File: src/rtl/rmw_pkg.sv
package rmw_pkg;
  typedef enum logic [1:0] {
    OP_READ  = 2'd0,
    OP_WRITE = 2'd1,
    OP_INC   = 2'd2,
    OP_DEC   = 2'd3
  } rmw_op_e;

  typedef enum logic [2:0] {
    ST_IDLE,
    ST_READ,
    ST_MODIFY,
    ST_WRITE,
    ST_RESP
  } rmw_state_e;
endpackage

File: src/rtl/rmw_modify_unit.sv
module rmw_modify_unit
  import rmw_pkg::*;
#(
  parameter int WIDTH = 8
) (
  input  rmw_op_e            op,
  input  logic [WIDTH-1:0]   sensed,
  input  logic [WIDTH-1:0]   supplied,
  output logic [WIDTH-1:0]   result,
  output logic               flag
);
  localparam int EXT = WIDTH + 1;

  logic [EXT-1:0] sum_ext;
  logic [EXT-1:0] dif_ext;

  // Extend by one bit so the carry or borrow lands in the top bit.
  assign sum_ext = {1'b0, sensed} + EXT'(1);
  assign dif_ext = {1'b0, sensed} - EXT'(1);

  always_comb begin
    result = sensed;
    flag   = 1'b0;
    unique case (op)
      OP_READ:  result = sensed;
      OP_WRITE: result = supplied;
      OP_INC: begin
        result = sum_ext[WIDTH-1:0];
        flag   = sum_ext[WIDTH];
      end
      OP_DEC: begin
        result = dif_ext[WIDTH-1:0];
        flag   = dif_ext[WIDTH];
      end
      default: result = sensed;
    endcase
  end
endmodule

File: src/rtl/rmw_word_plane.sv
module rmw_word_plane #(
  parameter int WIDTH = 8,
  parameter int DEPTH = 16,
  localparam int AW   = $clog2(DEPTH)
) (
  input  logic             clk,
  input  logic             rst_n,
  input  logic             rd_en,
  input  logic             wr_en,
  input  logic [AW-1:0]    addr,
  input  logic [WIDTH-1:0] wdata,
  output logic [WIDTH-1:0] rdata
);
  logic [WIDTH-1:0] mem [DEPTH];

  // A sense empties the word; a write fills a word known to be empty.
  always_ff @(posedge clk) begin
    if (!rst_n) begin
      for (int i = 0; i < DEPTH; i++) mem[i] <= '0;
      rdata <= '0;
    end else begin
      if (rd_en) begin
        rdata     <= mem[addr];
        mem[addr] <= '0;
      end else if (wr_en) begin
        mem[addr] <= wdata;
      end
    end
  end

  assert_write_after_clear_R10: assert property (@(posedge clk) disable iff (!rst_n)
    wr_en |-> (mem[addr] == '0))
    else $error("write phase found a word that was not cleared");

  assert_no_read_write_overlap_R10: assert property (@(posedge clk) disable iff (!rst_n)
    !(rd_en && wr_en))
    else $error("read and write phase in the same cycle");
endmodule

File: src/rtl/rmw_phase_ctrl.sv
module rmw_phase_ctrl
  import rmw_pkg::*;
(
  input  logic       clk,
  input  logic       rst_n,
  input  logic       req_valid,
  input  logic       pause,
  input  logic       rsp_ready,
  output logic       req_ready,
  output logic       accept,
  output logic       rd_en,
  output logic       mod_done,
  output logic       wr_en,
  output logic       rsp_valid
);
  rmw_state_e state, state_nx;

  always_comb begin
    state_nx = state;
    unique case (state)
      ST_IDLE:   if (req_valid) state_nx = ST_READ;
      ST_READ:   state_nx = ST_MODIFY;
      ST_MODIFY: if (!pause) state_nx = ST_WRITE;
      ST_WRITE:  state_nx = ST_RESP;
      ST_RESP:   if (rsp_ready) state_nx = ST_IDLE;
      default:   state_nx = ST_IDLE;
    endcase
  end

  always_ff @(posedge clk) begin
    if (!rst_n) state <= ST_IDLE;
    else        state <= state_nx;
  end

  assign req_ready = (state == ST_IDLE);
  assign accept    = req_ready && req_valid;
  assign rd_en     = (state == ST_READ);
  assign mod_done  = (state == ST_MODIFY) && !pause;
  assign wr_en     = (state == ST_WRITE);
  assign rsp_valid = (state == ST_RESP);

  assert_read_then_modify_R10: assert property (@(posedge clk) disable iff (!rst_n)
    rd_en |=> (state == ST_MODIFY))
    else $error("read phase not followed by modify stage");

  assert_pause_holds_R6: assert property (@(posedge clk) disable iff (!rst_n)
    (state == ST_MODIFY && pause) |=> (state == ST_MODIFY))
    else $error("modify stage left while paused");

  assert_write_after_release_R6: assert property (@(posedge clk) disable iff (!rst_n)
    (state == ST_MODIFY && !pause) |=> wr_en)
    else $error("write phase did not follow pause release");
endmodule

File: src/rtl/rmw_cycle_seq.sv
module rmw_cycle_seq
  import rmw_pkg::*;
#(
  parameter int WIDTH = 8,
  parameter int DEPTH = 16,
  localparam int AW   = $clog2(DEPTH)
) (
  input  logic             clk,
  input  logic             rst_n,
  input  logic             req_valid,
  output logic             req_ready,
  input  logic [1:0]       req_op,
  input  logic [AW-1:0]    req_addr,
  input  logic [WIDTH-1:0] req_data,
  input  logic             pause,
  output logic             rsp_valid,
  input  logic             rsp_ready,
  output logic [WIDTH-1:0] rsp_old,
  output logic [WIDTH-1:0] rsp_new,
  output logic             rsp_flag
);
  logic             accept, rd_en, wr_en, mod_done;
  rmw_op_e          op_q;
  logic [AW-1:0]    addr_q;
  logic [WIDTH-1:0] data_q;
  logic [WIDTH-1:0] sensed;
  logic [WIDTH-1:0] mod_res;
  logic             mod_flag;
  logic [WIDTH-1:0] new_q;
  logic             flag_q;

  rmw_phase_ctrl u_ctrl (
    .clk       (clk),
    .rst_n     (rst_n),
    .req_valid (req_valid),
    .pause     (pause),
    .rsp_ready (rsp_ready),
    .req_ready (req_ready),
    .accept    (accept),
    .rd_en     (rd_en),
    .mod_done  (mod_done),
    .wr_en     (wr_en),
    .rsp_valid (rsp_valid)
  );

  always_ff @(posedge clk) begin
    if (!rst_n) begin
      op_q   <= OP_READ;
      addr_q <= '0;
      data_q <= '0;
      new_q  <= '0;
      flag_q <= 1'b0;
    end else begin
      if (accept) begin
        op_q   <= rmw_op_e'(req_op);
        addr_q <= req_addr;
        data_q <= req_data;
      end
      if (mod_done) begin
        new_q  <= mod_res;
        flag_q <= mod_flag;
      end
    end
  end

  rmw_word_plane #(.WIDTH(WIDTH), .DEPTH(DEPTH)) u_plane (
    .clk   (clk),
    .rst_n (rst_n),
    .rd_en (rd_en),
    .wr_en (wr_en),
    .addr  (addr_q),
    .wdata (new_q),
    .rdata (sensed)
  );

  rmw_modify_unit #(.WIDTH(WIDTH)) u_modify (
    .op       (op_q),
    .sensed   (sensed),
    .supplied (data_q),
    .result   (mod_res),
    .flag     (mod_flag)
  );

  assign rsp_old  = sensed;
  assign rsp_new  = new_q;
  assign rsp_flag = flag_q;

  assert_ready_excludes_rsp_R1: assert property (@(posedge clk) disable iff (!rst_n)
    req_ready |-> !rsp_valid)
    else $error("ready while a response is pending");

  assert_rsp_held_R8: assert property (@(posedge clk) disable iff (!rst_n)
    (rsp_valid && !rsp_ready) |=> (rsp_valid && $stable(rsp_old) && $stable(rsp_new)
                                   && $stable(rsp_flag)))
    else $error("response changed under back-pressure");
endmodule

File: config.mk
export PLATFORM = sky130hd
export DESIGN_NAME = rmw_cycle_seq
export DESIGN_NICKNAME = d
export VERILOG_FILES = /design/src/rtl/rmw_pkg.sv /design/src/rtl/rmw_modify_unit.sv /design/src/rtl/rmw_word_plane.sv /design/src/rtl/rmw_phase_ctrl.sv /design/src/rtl/rmw_cycle_seq.sv
export SDC_FILE = /design/constraint.sdc
export NUM_CORES = 1
export LEC_CHECK = 0
export BUFFER_PORTS_ARGS = -buffer_cell sky130_fd_sc_hd__buf_2
export CAP_MARGIN = 20
export CORE_UTILIZATION = 50
export CTS_CLUSTER_SIZE = 12
export DETAILED_ROUTE_END_ITERATION = 7
export GPL_TIMING_DRIVEN = 0
export PLACE_DENSITY = 0.64
export SETUP_SLACK_MARGIN = 0.3
export SYNTH_ARGS = -nofsm -noshare
export SYNTH_HDL_FRONTEND = slang
export SYNTH_HIERARCHICAL = 1
export SYNTH_SLANG_ARGS = --single-unit
export TNS_END_PERCENT = 5
File: constraint.sdc
create_clock -name clk -period 3.4 [get_ports clk]
set_input_delay 0.34 -clock clk [delete_from_list [all_inputs] [get_ports clk]]
set_output_delay 0.34 -clock clk [all_outputs]
set_load 0.005 [all_outputs]
==> results of run 1 <==
[stage by stage]
step                cells  instance area (sq um)  util, %  hold WS (ns)  setup WS, ns
floorplan             605                   7600        -         0.468          1.32
global placement      826                   8010     54.5         0.496         0.867
detailed placement    826                   8010     54.5         0.506         0.835
CTS                   858                   8610     58.6         0.153         0.814
global route          858                   8610     58.6         0.155         0.631
finish                858                   8610     58.6         0.170         0.823
[flip-flops by register name, summed over array words and instances, names as in the netlist]
signal / flops
addr_q: 4
u_plane/rdata: 8
op_q: 2
u_plane/mem: 128
data_q: 8
u_ctrl/state: 3
rsp_flag: 1
rsp_new: 8
[power by group]
| part | total [W] | internal [W] | switching, W | leakage, nW |
|---|---|---|---|---|
| logic | 0.000538 | 0.000234 | 0.000304 | 1.07 |
| clock network | 0.00193 | 0.00115 | 0.000775 | 0.281 |
| registers | 0.00228 | 0.00222 | 0.0000601 | 1.60 |
| total | 0.00474 | 0.00361 | 0.00114 | 2.95 |
[worst min-delay path, stage by stage]
cell	delay [ns]
buf_2	0.07
mux2i_1	0.05
nor2b_1	0.09
[worst max path at each step]
stage	startpoint	endpoint
global placement	u_ctrl/state[0]$_SDFFE_PN0P_	u_plane/mem[12][5]$_SDFFCE_PN0P_
detailed placement	u_ctrl/state[0]$_SDFFE_PN0P_	u_plane/mem[12][5]$_SDFFCE_PN0P_
global route	u_ctrl/state[0]$_SDFFE_PN0P_	u_plane/mem[12][5]$_SDFFCE_PN0P_
finish	u_ctrl/state[0]$_SDFFE_PN0P_	u_plane/mem[12][5]$_SDFFCE_PN0P_
CTS	u_ctrl/state[0]$_SDFFE_PN0P_	u_plane/mem[12][5]$_SDFFCE_PN0P_
floorplan	u_ctrl/state[0]$_SDFFE_PN0P_	u_plane/mem[12][0]$_SDFFCE_PN0P_
[cells by family (layout without fill, tap and decap cells)]
| family | count (synthesis) | in the layout | share of synthesized area (%) |
|---|---|---|---|
| flip-flops | 162 | 162 | 59.5 |
| AND/OR/NAND/NOR | 250 | 250 | 15.9 |
| XOR/XNOR | 6 | 6 | 0.692 |
| AO/OA/AOI/OAI | 72 | 72 | 6.78 |
| buffers and inverters | 47 | 116 | 4.15 |
| adder cells (fa/ha/maj) | 2 | 2 | 0.329 |
| multiplexers | 66 | 66 | 12.6 |
[Yosys cell counts (3+ instances only)]
library cell / n
a211oi_1: 4
a21oi_1: 20
a22oi_1: 9
buf_2: 16
buf_6: 6
clkbuf_1: 10
dfxtp_1: 34
edfxtp_1: 128
inv_1: 5
mux2i_1: 41
mux4_2: 21
nand2_1: 36
nand2_2: 12
nand3_1: 4
nand3_2: 3
nor2_1: 137
nor2b_1: 28
nor3_1: 4
o21ai_0: 15
o221ai_1: 8
or3_1: 3
xnor2_1: 3
xor2_1: 3
[per-layer routing]
layer	GRT usage, %	share of wire (%)
met2	39.4	47
met5	0	0
met1	33.9	42
met4	10.8	3.0
met3	5.39	7.3
[cell type report]
| class | count | area (sq um) | share of cell area (%) |
|---|---|---|---|
| Clock inverter | 13 | 161 | 1.88 |
| Inverter | 6 | 22.5 | 0.262 |
| Multi-Input combinational cell | 396 | 2760 | 32.0 |
| Sequential cell | 162 | 4520 | 52.6 |
| Timing Repair Buffer | 37 | 185 | 2.15 |
| Buffer | 41 | 293 | 3.40 |
| Tap cell | 184 | 230 | 2.67 |
| Clock buffer | 19 | 433 | 5.03 |
==> impl_metrics.toml, run 1 <==
[routing]
antenna_left = 0
dr_total_vias = 5034
drt_iter0_markers = 515
drc = 6
routed_via_density = 5.87
dr.pass1.iters = 8
wl_mm = 18.5
wire_per_inst_microns = 21.6

[final_layout]
antennaDiodeCount = 0
fillers = 1223
layout-drive-gt1-share_pct = 22.6
layout_common_cells = "nor2_1, edfxtp_1, buf_2, mux2i_1, nand2_1"
area_growth_pct = 13.3
final_common_cell = "nor2_1"
nNetsFinal = 682

[clock_network]
post_cts_resized = 0
clkTransAtPathRegs_ns = 0.06
clock_sinks = 162
cts_setup_buffers = 0
cts_tree = "done"
ctsHtreeMaxLevel = 4
clk_latency_ns = 0.43
cts_max_path_buffers = 2
holdBufCountCts = 0
clock-root-buffer = "clkbuf_16"
cts_buffers = 17

[synth]
synth_area_sq_um = 7600
ys_async_sr_fraction_pct = 0
synth_top_area_share_pct = 50.6
synth_cell_types = 64
synth_cells = 605
postSynthAreaPerCell_sq_um = 12.6
synth_top_cell_by_area = "edfxtp_1"
synth_warnings = 6
synth_ff_type = "edfxtp_1"
ys_top_cells_by_area = "edfxtp_1, dfxtp_1, nor2_1, mux4_2, mux2i_1"
synth-edff-count = 128
yosysSeqAreaShare_pct = 59.5
synth_fp_nets = 626
ys_ff_latch = 162

[timing]
tightest_slew_ns = 0.587
setup_violations = 0
setup_tns_ns = 0
period_share_pct = 75.8
slew_viol_final = 0
relSlewSlack_pct = 60.5
grt_setup_unrepaired = "false"
hold_viol = 0
fmaxAchievable_mhz = 388
clock-skew-final_ns = 0.00606
period_needed_ns = 2.58

[global_route]
grt_pass1_wl_mm = 28.6
overflow = 0
grt_pass1_vias = 4940
antenna_found_initial = 0
grt.total_usage_pct = 25.1
grt_max_degree = 17

[setup_path]
critPathCaptureType = "register"
critPathLaunchType = "register"
crit_cells = 7
regToRegStartpoint = "u_ctrl/state[0]$_SDFFE_PN0P_"
cp_data_required_time_ns = 3.48
cpMostUsedCell = "buf_2"
rr_worst_depth = 7
crit_path_top_delay_cell = "nand2_1"
crit_arrival_ns = 2.65
crit_chain = "buf_2, nor3b_1, buf_2, o21ai_0, nor3_4, nand3_2, nand2_1"
crit_fanout = 10
crit_buf_inv = 2
rrSetupSlack_ns = 0.82
timing.rr.end = "u_plane/mem[12][5]$_SDFFCE_PN0P_"
crit_family = "simple AND/OR/NAND/NOR gates"
crit_type = "reg -> reg"
max_stage_delay_ns = 0.42

[floorplan]
die_y_microns = 125
start_util_pct = 51.7
num_io_pins = 38
fp-row-count = 44
dieArea_sq_um = 15700
die_x_microns = 125
design.core.area_sq_um = 14700

[outcome]
status = "finished, violations left"
failed_checks = "design-rule violations"

[hold_path]
min_to = "data_q[6]$_SDFFE_PN0P_"
hold_path_class = "in -> reg"
holdCritStartpoint = "req_data[6]"
min_path_cells = 3

[placed_design]
port_buffers = 37
dp_hpwl_mm = 12.9
gp_congestion = 0.878

[power]
power_w = 0.00474
leakagePower_nw = 2.95
peakVddDrop_mv = 0.402
power_density_nw_per_um2 = 551

[flow_run]
drv_cap = 0
Power figures use the tool's default switching activity.
==> run 2: changes to the inputs <==
--- a/config.mk
+++ b/config.mk
@@ -11,7 +11,7 @@
 export CTS_CLUSTER_SIZE = 12
 export DETAILED_ROUTE_END_ITERATION = 7
 export GPL_TIMING_DRIVEN = 0
-export PLACE_DENSITY = 0.64
+export PLACE_DENSITY = 0.67
 export SETUP_SLACK_MARGIN = 0.3
 export SYNTH_ARGS = -nofsm -noshare
 export SYNTH_HDL_FRONTEND = slang
==> constraint.sdc (replaced) <==
create_clock -name clk -period 2.3 [get_ports clk]
set_input_delay 0.23 -clock clk [delete_from_list [all_inputs] [get_ports clk]]
set_output_delay 0.23 -clock clk [all_outputs]
set_load 0.005 [all_outputs]
==> impl_metrics.toml, run 2 (synthesized netlist as in run 1, its figures left out) <==
[outcome]
status = "finished, violations left"
failed_checks = "design-rule violations"

[final_layout]
layout-drive-gt1-share_pct = 28.0
layout_common_cells = "nor2_1, edfxtp_1, buf_2, mux2i_1, dfxtp_1"
fin_util_pct = 60.8
largest_register = "u_plane/mem"
final_common_cell = "nor2_1"
final-seq-area_sq_um = 4530
largest_reg_flops = 128
fillers = 1135
antennaDiodeCount = 0
design_area_sq_um = 8930
nNetsFinal = 685
multi_input_area_sq_um = 3030
area_growth_pct = 17.6

[clock_network]
clock-root-buffer = "clkbuf_16"
cts_max_path_buffers = 2
cts_tree = "done"
holdBufCountCts = 0
clock_sinks = 162
ctsHtreeMaxLevel = 4
clk_latency_ns = 0.43
cts_buffers = 17
clkTransAtPathRegs_ns = 0.06

[timing]
setup_violations = 0
tightest_slew_ns = 1.43
grt_setup_unrepaired = "true"
clock-skew-final_ns = 0.00972
hold_viol = 0
period_needed_ns = 2.02
relSlewSlack_pct = 4.94
period_share_pct = 87.9
hold_ws_ns = 0.0674
slew_viol_final = 0
fmaxAchievable_mhz = 495

[floorplan]
start_util_pct = 51.7
die_x_microns = 125
num_io_pins = 38
design.core.area_sq_um = 14700
fp-row-count = 44
dieArea_sq_um = 15700
die_y_microns = 125

[setup_path]
crit_buf_inv = 2
crit_chain = "buf_2, and3b_2, nand2_1, nor2_4, nand2_2, buf_2, nor2_1"
cp-startpoint = "u_ctrl/state[0]$_SDFFE_PN0P_"
critPathCaptureType = "register"
cpMostUsedCell = "buf_2"
max_stage_delay_ns = 0.31
crit_path_top_delay_cell = "buf_2"
critPathLaunchType = "register"
crit_fanout = 10
regToRegStartpoint = "u_ctrl/state[0]$_SDFFE_PN0P_"
cp_data_required_time_ns = 2.58
crit_family = "simple AND/OR/NAND/NOR gates"
crit_type = "reg -> reg"
crit_arrival_ns = 2.30

[hold_path]
hold_path_class = "in -> reg"
holdCritStartpoint = "req_data[3]"

[routing]
dr_total_vias = 5145
drc = 8
wire_per_inst_microns = 21.6
drt_iter0_markers = 579
antenna_left = 0
wl_mm = 18.6
routed_via_density = 5.98
dr.pass1.iters = 8

[placed_design]
gp_congestion = 0.874
port_buffers = 37
dp_hpwl_mm = 12.7
place_area_sq_um = 8020

[global_route]
grt_max_degree = 17
overflow = 0
antenna_found_initial = 0
grt_pass1_vias = 5061
grt.total_usage_pct = 25.1
grt_pass1_wl_mm = 28.8

[power]
power_density_nw_per_um2 = 796
peakVddDrop_mv = 0.561
leakagePower_nw = 3.10

[flow_run]
drv_cap = 0
==> run 2: cell types whose count changed in the layout (fill, tap and decap cells not counted), sizes merged <==
| cell | delta |
|---|---|
| buf | +3 |
| bufinv | +1 |
| clkbuf | -1 |
| clkinv | +1 |
| clkinvlp | -1 |
| inv | -1 |
==> run 2: cell type report <==
class | count | share of cell area (%)
Buffer | 41 | 3.33
Clock buffer | 18 | 4.80
Clock inverter | 13 | 1.88
Inverter | 6 | 0.252
Multi-Input combinational cell | 396 | 33.9
Sequential cell | 162 | 50.7
Tap cell | 184 | 2.58
Timing Repair Buffer | 40 | 2.61
==> run 2: metal layers <==
| metal | global-route usage, % | wire [microns] | vias to the layer above |
|---|---|---|---|
| li1 | - | - | 2318 |
| met1 | 33.7 | 7520 | 2532 |
| met2 | 39.9 | 8840 | 256 |
| met3 | 4.24 | 1650 | 39 |
| met4 | 12.2 | 595 | 0 |
| met5 | 0 | 0 | - |
==> run 2: metrics by stage <==
stage | total power [W] | worst slack (ns) | std cells | setup TNS, ns
final | 0.00712 | 0.279 | 860 | 0
after global routing | 0.00734 | 0.210 | 860 | 0
after CTS | 0.00711 | 0.215 | 860 | 0
after detailed placement | 0.00422 | -0.186 | 826 | -7.75
after global placement | 0.00420 | -0.0958 | 826 | -2.68
after floorplan | 0.00399 | 0.301 | 605 | 0
==> run 2: worst paths after layout <==
path,depth (start not counted),endpoint,slack [ns]
worst max-delay path,7,u_plane/mem[6][7]$_SDFFCE_PN0P_,0.28
worst min-delay path,3,data_q[3]$_SDFFE_PN0P_,0.07
worst max register to register,7,u_plane/mem[6][7]$_SDFFCE_PN0P_,0.28
worst min register to register,2,data_q[1]$_SDFFE_PN0P_,0.53
==> run 2: report_power, final <==
| group | switching (W) | internal, W |
|---|---|---|
| Sequential | 0.0000912 | 0.00328 |
| Clock | 0.00110 | 0.00179 |
| Combinational | 0.000485 | 0.000374 |
| Total | 0.00167 | 0.00544 |
==> run 2: repair_timing <==
| action | CTS | global route |
|---|---|---|
| resized for setup | 34 | 33 |
| setup endpoints to repair | 250 | 215 |
| hold endpoints to repair | 0 | 0 |
| cloned | 0 | 0 |
| setup buffers | 3 | 0 |
| pin swaps | 3 | 2 |
==> run 2: worst register-to-register path, stage by stage, from the launching register on <==
cell and delay (ns):
dfxtp_1 0.30, buf_2 0.18, and3b_2 0.30, nand2_1 0.12, nor2_4 0.25, nand2_2 0.26
buf_2 0.31, nor2_1 0.15
==> run 3: changes to the inputs <==
--- a/config.mk
+++ b/config.mk
@@ -5,6 +5,7 @@
 export SDC_FILE = /design/constraint.sdc
 export NUM_CORES = 1
 export LEC_CHECK = 0
+export ABC_AREA = 1
 export BUFFER_PORTS_ARGS = -buffer_cell sky130_fd_sc_hd__buf_2
 export CAP_MARGIN = 20
 export CORE_UTILIZATION = 50
@@ -12,6 +13,7 @@
 export DETAILED_ROUTE_END_ITERATION = 7
 export GPL_TIMING_DRIVEN = 0
 export PLACE_DENSITY = 0.67
+export REMOVE_ABC_BUFFERS = 1
 export SETUP_SLACK_MARGIN = 0.3
 export SYNTH_ARGS = -nofsm -noshare
 export SYNTH_HDL_FRONTEND = slang
==> impl_metrics.toml, run 3 <==
[outcome]
status = "completed"

[timing]
fmaxAchievable_mhz = 502
relSlewSlack_pct = 32.8
clock-skew-final_ns = 0.00802
period_share_pct = 86.6
tightest_slew_ns = 1.00
grt_setup_unrepaired = "true"
setup_violations = 0
hold_viol = 0
hold_ws_ns = 0.0846
setup_tns_ns = 0
period_needed_ns = 1.99
slew_viol_final = 0

[synth]
synth_top_area_share_pct = 48.8
post_synth_most_frequent_cells = "nand2_1, nor2_1, edfxtp_1"
yosysSeqAreaShare_pct = 57.5
synth_ff_type = "edfxtp_1"
ys_async_sr_fraction_pct = 0
synth-edff-count = 128
ys_top_cells_by_area = "edfxtp_1, nand2_1, nor2_1, dfxtp_1, nand3_1"
synth_warnings = 6
synth_cells = 966
ys_ff_latch = 162
synth.most_common_cell = "nand2_1"
synth_cell_types = 27
postSynthAreaPerCell_sq_um = 8.15
synth_area_sq_um = 7870
synth_top_cell_by_area = "edfxtp_1"

[routing]
routed_via_density = 5.19
dr_total_vias = 6286
dr_wl_met3_mm = 1.22
drt-met1-wl_mm = 8.08
wl_met2_mm = 8.94
top_layer = "met4"
dr.pass1.iters = 5
drc = 0
antenna_left = 0
wl_mm = 18.7
wire_per_inst_microns = 15.4
drt_iter0_markers = 504

[clock_network]
holdBufCountCts = 0
clock-root-buffer = "clkbuf_16"
ctsHtreeMaxLevel = 4
clkTransAtPathRegs_ns = 0.06
cts_buffers = 17
clk_latency_ns = 0.43
clock_sinks = 162
cts_tree = "done"
cts_max_path_buffers = 2

[floorplan]
design.core.area_sq_um = 15300
die_y_microns = 127
num_io_pins = 38
start_util_pct = 51.6
fp-row-count = 45
die_x_microns = 127
dieArea_sq_um = 16200

[final_layout]
largest_register = "u_plane/mem"
final-seq-area_sq_um = 4530
final_common_cell = "nand2_1"
layout-drive-gt1-share_pct = 14.7
fillers = 1387
fin_util_pct = 58.8
largest_reg_flops = 128
layout_common_cells = "nand2_1, nor2_1, edfxtp_1, nand3_1, inv_1"
antennaDiodeCount = 0
nNetsFinal = 1008
design_area_sq_um = 8970
area_growth_pct = 13.9
multi_input_area_sq_um = 3070

[placed_design]
gp_congestion = 0.864
place_area_sq_um = 8090
port_buffers = 37
dp_hpwl_mm = 11.6

[power]
leakagePower_nw = 3.67
power_w = 0.00743
peakVddDrop_mv = 0.560
power_density_nw_per_um2 = 828

[setup_path]
crit_arrival_ns = 2.11
critPathLaunchType = "register"
critPathCaptureType = "register"
cp_data_required_time_ns = 2.42
crit_type = "reg -> reg"
crit_fanout = 9

[hold_path]
hold_path_class = "in -> reg"

[flow_run]
drv_cap = 0

[global_route]
overflow = 0
grt_pass1_vias = 5623
antenna_found_initial = 0
grt.total_usage_pct = 24.4
grt_max_degree = 67
grt_pass1_wl_mm = 29.3
run 3: routing by layer:
metal	GRT usage, %	up-vias
met5	0	-
met4	11.0	0
met3	4.52	34
met2	39.2	211
met1	32.3	2905
li1	-	3136
run 3: final timing paths:
check             cells after the start                    startpoint                         endpoint  slack (ns)
setup / recovery                      7  u_ctrl/state[1]$_SDFFE_PN0P_  u_plane/mem[8][5]$_SDFFCE_PN0P_        0.31
setup reg to reg                      7  u_ctrl/state[1]$_SDFFE_PN0P_  u_plane/mem[8][5]$_SDFFCE_PN0P_        0.31
hold / removal                        5                     req_op[1]             op_q[1]$_SDFFE_PN0P_        0.08
hold reg to reg                       2        data_q[1]$_SDFFE_PN0P_           data_q[1]$_SDFFE_PN0P_        0.47
run 3: per-stage QoR:
step | cells | worst slack [ns]
detailed placement | 1166 | -0.881
floorplan | 916 | -0.979
global placement | 1164 | -2.69
CTS | 1206 | 0.248
finish | 1211 | 0.308
global route | 1211 | 0.201
run 3: what timing repair did:
item,in CTS,in global routing
endpoints found under the setup margin,264,180
buffers inserted,8,4
resized for setup,46,16
endpoints found under the hold margin,0,0
pin swaps,3,5
run 3: power breakdown:
part           internal (W)  total [W]  switching [W]
logic              0.000390    0.00121       0.000823
registers           0.00332    0.00349       0.000170
clock network       0.00159    0.00272        0.00113
run 3: layout make-up:
cell class | count | share of cell area, %
inverter | 47 | 2.05
sequential | 162 | 50.6
clock inverter | 13 | 1.55
timing repair buffer | 52 | 3.80
tap | 211 | 2.94
clock buffer | 19 | 4.83
multi-input combinational | 707 | 34.3
run 3: cell families after synthesis:
kind of cell               synth area share, %
and+or+nand+nor                           34.8
DFF                                       57.5
buffers and inverters                     5.75
AOI/OAI and AO/OA                         1.64
adders and majority gates                0.318
run 3: critical path, stage by stage (launching register included):
cell and delay, ns:
dfxtp_2 0.44, nand3_1 0.13, inv_1 0.14, o21ai_2 0.15, nor3_4 0.27, buf_4 0.17
nand2_2 0.13, nand2_2 0.24
